<file path="src/rtl/chz4_pkg.sv">
// Package: constants and helpers shared by the four-channel channelizer.
// Assumes: the FFT is fixed at four points, so the branch count is fixed at 4.
package chz4_pkg;

    localparam int unsigned NBR = 4;      // branch count and FFT size
    localparam int unsigned BRW = 2;      // width of a branch index

    // Pass sequencer states
    typedef enum logic [1:0] {
        MS_IDLE  = 2'd0,
        MS_RUN   = 2'd1,
        MS_ROUND = 2'd2
    } mac_st_t;

    // Prototype lowpass coefficient k of a filter of length len
    function automatic int proto_coef(int k, int len);
        return 16 * (k + 1) * (len - k) - 12000;
    endfunction

endpackage

</file>
<file path="src/rtl/chz4_coef.sv">
// Module: chz4_coef
// Constant coefficient store. It holds the prototype filter interleaved over
// the branches: branch br at tap tap reads coefficient tap*NBR + br.
// Assumes: NBR is a power of two, so the index is {tap, br}.
module chz4_coef
    import chz4_pkg::*;
#(
    parameter int CW   = 16,
    parameter int TAPS = 20
) (
    input  logic [BRW-1:0]              br,
    input  logic [$clog2(TAPS)-1:0]     tap,
    output logic signed [CW-1:0]        coef
);
    localparam int LEN = NBR * TAPS;
    localparam int IW  = $clog2(TAPS) + BRW;

    logic signed [CW-1:0] tbl [LEN];
    logic [IW-1:0]        idx;

    // Fill the table from the prototype formula, one entry per coefficient
    for (genvar k = 0; k < LEN; k++) begin : g_tbl
        assign tbl[k] = CW'(proto_coef(k, LEN));
    end

    // Interleaved lookup: tap selects the group, branch the member
    assign idx  = {tap, br};
    assign coef = tbl[idx];

endmodule

</file>
<file path="src/rtl/chz4_dline.sv">
// Module: chz4_dline
// Per-branch shift-register sample histories. A push shifts the sample into
// tap 0 of the selected branch. One combinational read port serves the MAC.
// Assumes: push and read never need the same branch in the same cycle
// (the sequencer reads only after the push edge).
module chz4_dline
    import chz4_pkg::*;
#(
    parameter int DW   = 16,
    parameter int TAPS = 20
) (
    input  logic                        clk,
    input  logic                        rst_n,
    input  logic                        push,
    input  logic [BRW-1:0]              push_br,
    input  logic signed [DW-1:0]        push_dat,
    input  logic [BRW-1:0]              rd_br,
    input  logic [$clog2(TAPS)-1:0]     rd_tap,
    output logic signed [DW-1:0]        rd_dat
);
    localparam int RW = TAPS * DW;

    logic [RW-1:0] rows [NBR];

    for (genvar b = 0; b < NBR; b++) begin : g_br
        logic [RW-1:0] sr;

        // Shift history of branch b; the newest sample sits in the lowest slot
        always_ff @(posedge clk) begin
            if (!rst_n) begin
                sr <= '0;
            end else if (push && (push_br == BRW'(b))) begin
                sr <= {sr[RW-DW-1:0], push_dat};
            end
        end

        assign rows[b] = sr;
    end

    // Read port: select branch, then tap
    assign rd_dat = rows[rd_br][rd_tap*DW +: DW];

endmodule

</file>
<file path="src/rtl/chz4_mac.sv">
// Module: chz4_mac
// Time-shared multiply-accumulate sequencer. On start it runs TAPS
// accumulate steps for one branch, then one rounding step that presents a
// saturated OW-bit result with done high.
// Assumes: start is only raised while busy is low.
module chz4_mac
    import chz4_pkg::*;
#(
    parameter int DW   = 16,
    parameter int CW   = 16,
    parameter int AW   = 38,
    parameter int OW   = 16,
    parameter int TAPS = 20,
    parameter int RSH  = 16
) (
    input  logic                        clk,
    input  logic                        rst_n,
    input  logic                        start,
    input  logic [BRW-1:0]              start_br,
    input  logic signed [DW-1:0]        samp,
    input  logic signed [CW-1:0]        coef,
    output logic [BRW-1:0]              cur_br,
    output logic [$clog2(TAPS)-1:0]     cur_tap,
    output logic                        busy,
    output logic                        done,
    output logic signed [OW-1:0]        res
);
    localparam int TW = $clog2(TAPS);
    localparam logic signed [AW:0] HALF = (AW+1)'(1) <<< (RSH - 1);
    localparam logic signed [AW:0] MAXV = (AW+1)'((2 ** (OW - 1)) - 1);
    localparam logic signed [AW:0] MINV = -MAXV - (AW+1)'(1);

    mac_st_t                  st;
    logic signed [AW-1:0]     acc;
    logic signed [DW+CW-1:0]  prod;
    logic signed [AW:0]       biased;
    logic signed [AW:0]       shifted;

    assign prod = samp * coef;

    // Sequencer: idle, TAPS accumulate steps, one rounding step
    always_ff @(posedge clk) begin
        if (!rst_n) begin
            st      <= MS_IDLE;
            acc     <= '0;
            cur_br  <= '0;
            cur_tap <= '0;
        end else begin
            case (st)
                MS_IDLE: begin
                    if (start) begin
                        st      <= MS_RUN;
                        acc     <= '0;
                        cur_br  <= start_br;
                        cur_tap <= '0;
                    end
                end
                MS_RUN: begin
                    acc <= acc + AW'(prod);
                    if (cur_tap == TW'(TAPS - 1)) begin
                        st <= MS_ROUND;
                    end else begin
                        cur_tap <= cur_tap + TW'(1);
                    end
                end
                default: begin
                    st <= MS_IDLE;
                end
            endcase
        end
    end

    // Round half up by RSH bits, then clamp to the OW-bit signed range
    always_comb begin
        biased  = {acc[AW-1], acc} + HALF;
        shifted = biased >>> RSH;
        if (shifted > MAXV) begin
            res = MAXV[OW-1:0];
        end else if (shifted < MINV) begin
            res = MINV[OW-1:0];
        end else begin
            res = shifted[OW-1:0];
        end
    end

    assign busy = (st != MS_IDLE);
    assign done = (st == MS_ROUND);

endmodule

</file>
<file path="src/rtl/chz4_fft4.sv">
// Module: chz4_fft4
// Combinational 4-point FFT of real inputs using only adds, subtracts and a
// real/imaginary swap (twiddles 1 and -j). Every output is scaled by 1/4 with
// round-half-up, so the two bits of growth never overflow OW bits.
// Assumes: inputs are real; the imaginary parts of bins 0 and 2 are zero.
module chz4_fft4
    import chz4_pkg::*;
#(
    parameter int OW = 16
) (
    input  logic signed [OW-1:0]    x [NBR],
    output logic [NBR*OW-1:0]       y_re,
    output logic [NBR*OW-1:0]       y_im
);
    localparam int GW = OW + 2;

    logic signed [GW-1:0] a [NBR];
    logic signed [GW-1:0] s02, d02, s13, d13;
    logic signed [GW-1:0] bre [NBR];
    logic signed [GW-1:0] bim [NBR];

    // Scale a grown value back to OW bits, rounding half up
    function automatic logic signed [OW-1:0] quarter(logic signed [GW-1:0] v);
        logic signed [GW-1:0] t;
        t = (v + GW'(2)) >>> 2;
        return t[OW-1:0];
    endfunction

    for (genvar i = 0; i < NBR; i++) begin : g_ext
        assign a[i] = GW'(x[i]);
    end

    // First radix-2 stage: pairs (0,2) and (1,3)
    assign s02 = a[0] + a[2];
    assign d02 = a[0] - a[2];
    assign s13 = a[1] + a[3];
    assign d13 = a[1] - a[3];

    // Second stage: twiddle -j turns d13 into an imaginary part
    assign bre[0] = s02 + s13;
    assign bim[0] = '0;
    assign bre[1] = d02;
    assign bim[1] = -d13;
    assign bre[2] = s02 - s13;
    assign bim[2] = '0;
    assign bre[3] = d02;
    assign bim[3] = d13;

    for (genvar c = 0; c < NBR; c++) begin : g_out
        assign y_re[c*OW +: OW] = quarter(bre[c]);
        assign y_im[c*OW +: OW] = quarter(bim[c]);
    end

endmodule

</file>
<file path="src/rtl/chz4_top.sv">
// Module: chz4_top
// Four-channel polyphase channelizer. Each accepted sample is dealt
// round-robin to a branch history; a shared MAC filters that branch; once
// branch NBR-1 is done, the FFT result is registered and out_valid pulses.
// Assumes: input spacing of at least 22 clocks; faster samples are dropped
// and flagged on overrun.
module chz4_top
    import chz4_pkg::*;
#(
    parameter int DW   = 16,
    parameter int CW   = 16,
    parameter int AW   = 38,
    parameter int OW   = 16,
    parameter int TAPS = 20,
    parameter int RSH  = 16
) (
    input  logic                    clk,
    input  logic                    rst_n,
    input  logic                    in_valid,
    input  logic signed [DW-1:0]    in_sample,
    output logic                    out_valid,
    output logic [NBR*OW-1:0]       out_re,
    output logic [NBR*OW-1:0]       out_im,
    output logic                    overrun
);
    localparam int TW = $clog2(TAPS);

    logic                   busy;
    logic                   accept;
    logic [BRW-1:0]         rr;
    logic [BRW-1:0]         mac_br;
    logic [TW-1:0]          mac_tap;
    logic signed [DW-1:0]   hist_dat;
    logic signed [CW-1:0]   coef_dat;
    logic                   mac_done;
    logic signed [OW-1:0]   mac_res;
    logic signed [OW-1:0]   br_res [NBR];
    logic                   fft_go;
    logic [NBR*OW-1:0]      fft_re;
    logic [NBR*OW-1:0]      fft_im;

    assign accept = in_valid && !busy;

    // Round-robin branch counter, advanced only by accepted samples
    always_ff @(posedge clk) begin
        if (!rst_n) begin
            rr <= '0;
        end else if (accept) begin
            rr <= rr + BRW'(1);
        end
    end

    // Sticky flag for samples offered during a pass
    always_ff @(posedge clk) begin
        if (!rst_n) begin
            overrun <= 1'b0;
        end else if (in_valid && busy) begin
            overrun <= 1'b1;
        end
    end

    chz4_dline #(.DW(DW), .TAPS(TAPS)) u_dline (
        .clk      (clk),
        .rst_n    (rst_n),
        .push     (accept),
        .push_br  (rr),
        .push_dat (in_sample),
        .rd_br    (mac_br),
        .rd_tap   (mac_tap),
        .rd_dat   (hist_dat)
    );

    chz4_coef #(.CW(CW), .TAPS(TAPS)) u_coef (
        .br   (mac_br),
        .tap  (mac_tap),
        .coef (coef_dat)
    );

    chz4_mac #(
        .DW(DW), .CW(CW), .AW(AW), .OW(OW), .TAPS(TAPS), .RSH(RSH)
    ) u_mac (
        .clk      (clk),
        .rst_n    (rst_n),
        .start    (accept),
        .start_br (rr),
        .samp     (hist_dat),
        .coef     (coef_dat),
        .cur_br   (mac_br),
        .cur_tap  (mac_tap),
        .busy     (busy),
        .done     (mac_done),
        .res      (mac_res)
    );

    // Capture each branch result; launch the FFT after the last branch
    always_ff @(posedge clk) begin
        if (!rst_n) begin
            for (int b = 0; b < NBR; b++) begin
                br_res[b] <= '0;
            end
            fft_go <= 1'b0;
        end else begin
            if (mac_done) begin
                br_res[mac_br] <= mac_res;
            end
            fft_go <= mac_done && (mac_br == BRW'(NBR - 1));
        end
    end

    chz4_fft4 #(.OW(OW)) u_fft (
        .x    (br_res),
        .y_re (fft_re),
        .y_im (fft_im)
    );

    // Register the frame and raise the one-cycle valid pulse
    always_ff @(posedge clk) begin
        if (!rst_n) begin
            out_valid <= 1'b0;
            out_re    <= '0;
            out_im    <= '0;
        end else begin
            out_valid <= fft_go;
            if (fft_go) begin
                out_re <= fft_re;
                out_im <= fft_im;
            end
        end
    end

endmodule

</file>
<file path="config.mk">
export PLATFORM = sky130hd
export DESIGN_NAME = chz4_top
export DESIGN_NICKNAME = d
export VERILOG_FILES = /design/src/rtl/chz4_pkg.sv /design/src/rtl/chz4_coef.sv /design/src/rtl/chz4_dline.sv /design/src/rtl/chz4_mac.sv /design/src/rtl/chz4_fft4.sv /design/src/rtl/chz4_top.sv
export SDC_FILE = /design/constraint.sdc
export NUM_CORES = 2
export LEC_CHECK = 0
export BUFFER_PORTS_ARGS = -buffer_cell sky130_fd_sc_hd__buf_2
export CORE_ASPECT_RATIO = 1.5
export CORE_MARGIN = 10
export CORE_UTILIZATION = 50
export DETAILED_ROUTE_END_ITERATION = 6
export HOLD_SLACK_MARGIN = 0.03
export PLACE_DENSITY = 0.63
export SLEW_MARGIN = 20
export SYNTH_ARGS = -nofsm -noshare
export SYNTH_HDL_FRONTEND = slang
export SYNTH_SLANG_ARGS = --single-unit
</file>
<file path="constraint.sdc">
create_clock -name clk -period 24.6 [get_ports clk]
set_input_delay 2.46 -clock clk [delete_from_list [all_inputs] [get_ports clk]]
set_output_delay 2.46 -clock clk [all_outputs]
set_load 0.005 [all_outputs]
</file>
==> qor.yml <==
critical_path:
  crit_top_cell: "fa_1"
  critPathBufInv: 8
  path_max_fanout: 65
  r2r_slack_ns: 13.66
  cp-start-kind: "flip-flop"
  cp.required_ns: 25.24
  worstSetupPathType: "flip-flop to flip-flop"
  crit_arrival_ns: 11.58
  slowest_delay_ns: 0.94
  reg2regPathDepth: 29
  r2r_end: "u_mac.acc[27]"
  r2r_start: "u_mac.cur_br[1]"
  critPathTopFamily: "adder cells"
  endpoint_kind: "flip-flop"
  slowest_stage: "dfxtp_4"
power_and_ir_drop:
  p_comb_share_pct: 22.4
  p_sw_share_pct: 29.97
  clkPwrFrac_pct: 37.9
  power_leakage_uw: 0.02904
  seqPwrFrac_pct: 39.8
  p_switching_uw: 1824
  vdd_drop_max_mv: 0.06143
  p_int_uw: 4264
  power_density_nw_per_um2: 74.29
outcome:
  status: "finished, final reports clean"
sta:
  worstMarginPinSlew_ns: 1.233
  finalHoldViolations: 0
  maxSlewViolCount: 0
  finalSetupTns_ns: 0
  min_period_over_period_pct: 44.46
  fmax_ghz: 0.09143
  finalCriticalPeriod_ns: 10.94
  rsz0062_at_grt: "false"
  holdWs_ns: 0.4502
  fin_worst_skew_ns: 0.04153
  slew_headroom_pct: 17.79
  setup_violations: 0
  worst_slack_ns: 13.66
global_routing:
  met2_usage_pct: 39.31
  busiest_layer: "met2"
  grt_use_met1_pct: 26.94
  grt_pass1_vias: 58747
  grt_pass1_wl_um: 307600
  gr-total-overflow: 0
  grt_max_degree: 242
  grt_usage_pct: 22.00
  use_met3_pct: 3.001
  antenna_found_initial: 10
layout:
  fin_nets: 9039
  drive_above_1_share_pct: 10.01
  syn_to_final_growth_pct: 8.047
  layout_common_cells: "2759 x nand2_1, 1464 x dfxtp_1, 1396 x a21oi_1"
  final_common_cell: "nand2_1"
clock_network:
  cts_tree: "yes"
  clock_path_buffers: 3
  cts_max_level: 4
  clock_sinks: 1471
  clock_latency_ns: 0.79
  post_cts_resized: 0
  ctsHoldBuffers: 0
  clkTransAtPathRegs_ns: 0.06
  root_buffer: "clkbuf_16"
  cts_buffers: 146
  post-cts-setup-buffers: 0
routing:
  firstDrtPassIters: 6
  vias: 59880
  viasPerCell: 5.596
  drtIter0Drc: 4263
  wirelength_um: 188400
  antenna_left: 0
  route.detailed.drc: 0
  wl_per_cell_um: 17.61
placement:
  place_worst_setup_slack_ns: 13.68
  dpl.hpwl_um: 118500
  place_congestion: 0.8662
  io_buffer_count: 116
hold_path:
  hold_path_end: "out_im[63]"
  hold_path_depth: 2
  hold_path.class: "flip-flop to flip-flop"
  hold_start: "out_im[63]"
logic_synthesis:
  syn-cell-area_um2: 75850
  syn_avg_cell_area_um2: 8.537
  yosysWarningCount: 0
  netlist_instances: 8885
  yosys_most_used_dff: "dfxtp_1"
  ys_types: 86
  yosysSeqAreaShare_pct: 38.82
  synth-edff-count: 0
  synthArstFlopShare_pct: 0
  synth-seq-cells: 1471
run:
  drv_cap: 0
die:
  initial_core_util_pct: 50.13
  die_w_um: 338.0
  die-area_um2: 168000
  core_um2: 151300
  ioPinCount: 149
  rows: 175
  die_h_um: 497.0
[final cells by class]
| cell class | count | area, um^2 |
|---|---|---|
| Clock inverter | 44 | 576.8 |
| Inverter | 455 | 1715 |
| Timing Repair Buffer | 193 | 1274 |
| Multi-Input combinational cell | 6285 | 42020 |
| Sequential cell | 1471 | 29470 |
| Antenna cell | 3 | 7.507 |
| Fill cell | 13915 | 69350 |
| Clock buffer | 214 | 4347 |
| Tap cell | 2035 | 2546 |
[stage by stage]
step | total power [uW] | util (%) | cells | area, um^2
after detailed placement | 3839 | 50.88 | 10438 | 76980
final | 6089 | 54.17 | 10700 | 81950
after CTS | 6149 | 54.13 | 10696 | 81900
after floorplan | 3547 | - | 8916 | 75970
after global placement | 3829 | 50.88 | 10438 | 76980
after global routing | 6428 | 54.16 | 10698 | 81950
[cells in the mapped netlist (5+ instances only)]
master | number | area share (%)
o211ai_1 | 9 | 0.089
a211o_1 | 5 | 0.058
clkbuf_1 | 584 | 2.9
inv_1 | 454 | 2.2
o221ai_1 | 7 | 0.081
a31oi_1 | 84 | 0.69
mux2i_1 | 56 | 0.74
nor3b_1 | 9 | 0.089
nand2b_1 | 28 | 0.23
buf_2 | 29 | 0.19
o21bai_1 | 25 | 0.25
o31a_1 | 5 | 0.058
buf_1 | 42 | 0.21
nand2_1 | 2763 | 14
a311o_1 | 5 | 0.066
o22ai_1 | 17 | 0.14
nor2_1 | 194 | 0.96
nand3_1 | 69 | 0.46
o21ai_0 | 152 | 1.0
nor2b_1 | 50 | 0.41
mux4_2 | 401 | 12
or3_1 | 14 | 0.12
and3_1 | 26 | 0.21
buf_4 | 49 | 0.48
xor2_1 | 45 | 0.52
a22oi_1 | 8 | 0.079
nor3_1 | 41 | 0.27
o21a_1 | 31 | 0.31
a311oi_1 | 6 | 0.069
a211oi_1 | 42 | 0.42
a21oi_1 | 1396 | 9.2
ha_1 | 260 | 4.3
dfxtp_1 | 1471 | 39
nand4_1 | 13 | 0.11
a21o_1 | 20 | 0.20
o41ai_1 | 5 | 0.058
o31ai_1 | 6 | 0.059
and4_1 | 5 | 0.058
or2_2 | 9 | 0.074
nor4_1 | 9 | 0.074
fa_1 | 208 | 5.5
xnor2_1 | 107 | 1.2
and2_1 | 50 | 0.41
[power by group through the flow]
stage	clock network, uW	registers [uW]	logic (uW)
2_1_floorplan	0	2460	1080
3_3_place_gp	0	2470	1360
6_report	2310	2420	1360
4_1_cts	2360	2420	1370
5_1_grt	2440	2420	1560
3_5_place_dp	0	2470	1370
[kinds of logic (layout without fill, tap and decap cells)]
kind of cell,count (synthesis),after routing,share of synthesized area [%]
XOR/XNOR,154,154,1.813
buffers and inverters,1160,906,6.041
multiplexers,457,457,12.65
AO/OA/AOI/OAI,1875,1875,13.51
AND/OR/NAND/NOR,3299,3299,17.38
other,1,35,0.004944
adder cells (fa/ha/maj),468,468,9.778
flip-flops,1471,1471,38.82
[worst reg2reg max path: cells and delay by family, from the launching register on]
kind / cells / cell delay [ns]
simple gates: 2 / 0.24
mux: 3 / 0.63
fa+ha+maj: 7 / 3.47
compound gates: 9 / 2.90
flops: 1 / 0.94
buf+inv: 8 / 2.61
[layer usage]
metal / wire [um] / vias up / share of wire [%]
li1: - / 29011 / -
met1: 78220 / 29308 / 42
met2: 96380 / 1251 / 51
met3: 8460 / 308 / 4.5
met4: 5379 / 2 / 2.9
met5: 8 / - / 0.0042
[state kept, by name, summed over array words and instances, names as in the netlist]
register / count
u_dline.g_br.sr: 1280
br_res: 64
out_re: 48
u_mac.acc: 33
out_im: 32
u_mac.cur_tap: 5
rr: 2
u_mac.cur_br: 2
u_mac.st: 2
fft_go: 1
out_valid: 1
overrun: 1
[worst max path at each step]
stage                               start       endpoint  slack (ns)  cells after the start
after global placement    u_mac.cur_br[1]  u_mac.acc[33]       13.66                     29
after floorplan           u_mac.cur_br[1]  u_mac.acc[27]       15.87                     33
after global routing      u_mac.cur_br[1]  u_mac.acc[33]       13.20                     29
after detailed placement  u_mac.cur_br[1]  u_mac.acc[27]       13.68                     29
final                     u_mac.cur_br[1]  u_mac.acc[27]       13.66                     29
after CTS                 u_mac.cur_br[1]  u_mac.acc[33]       13.64                     29
(Power assumes the default switching activity.)
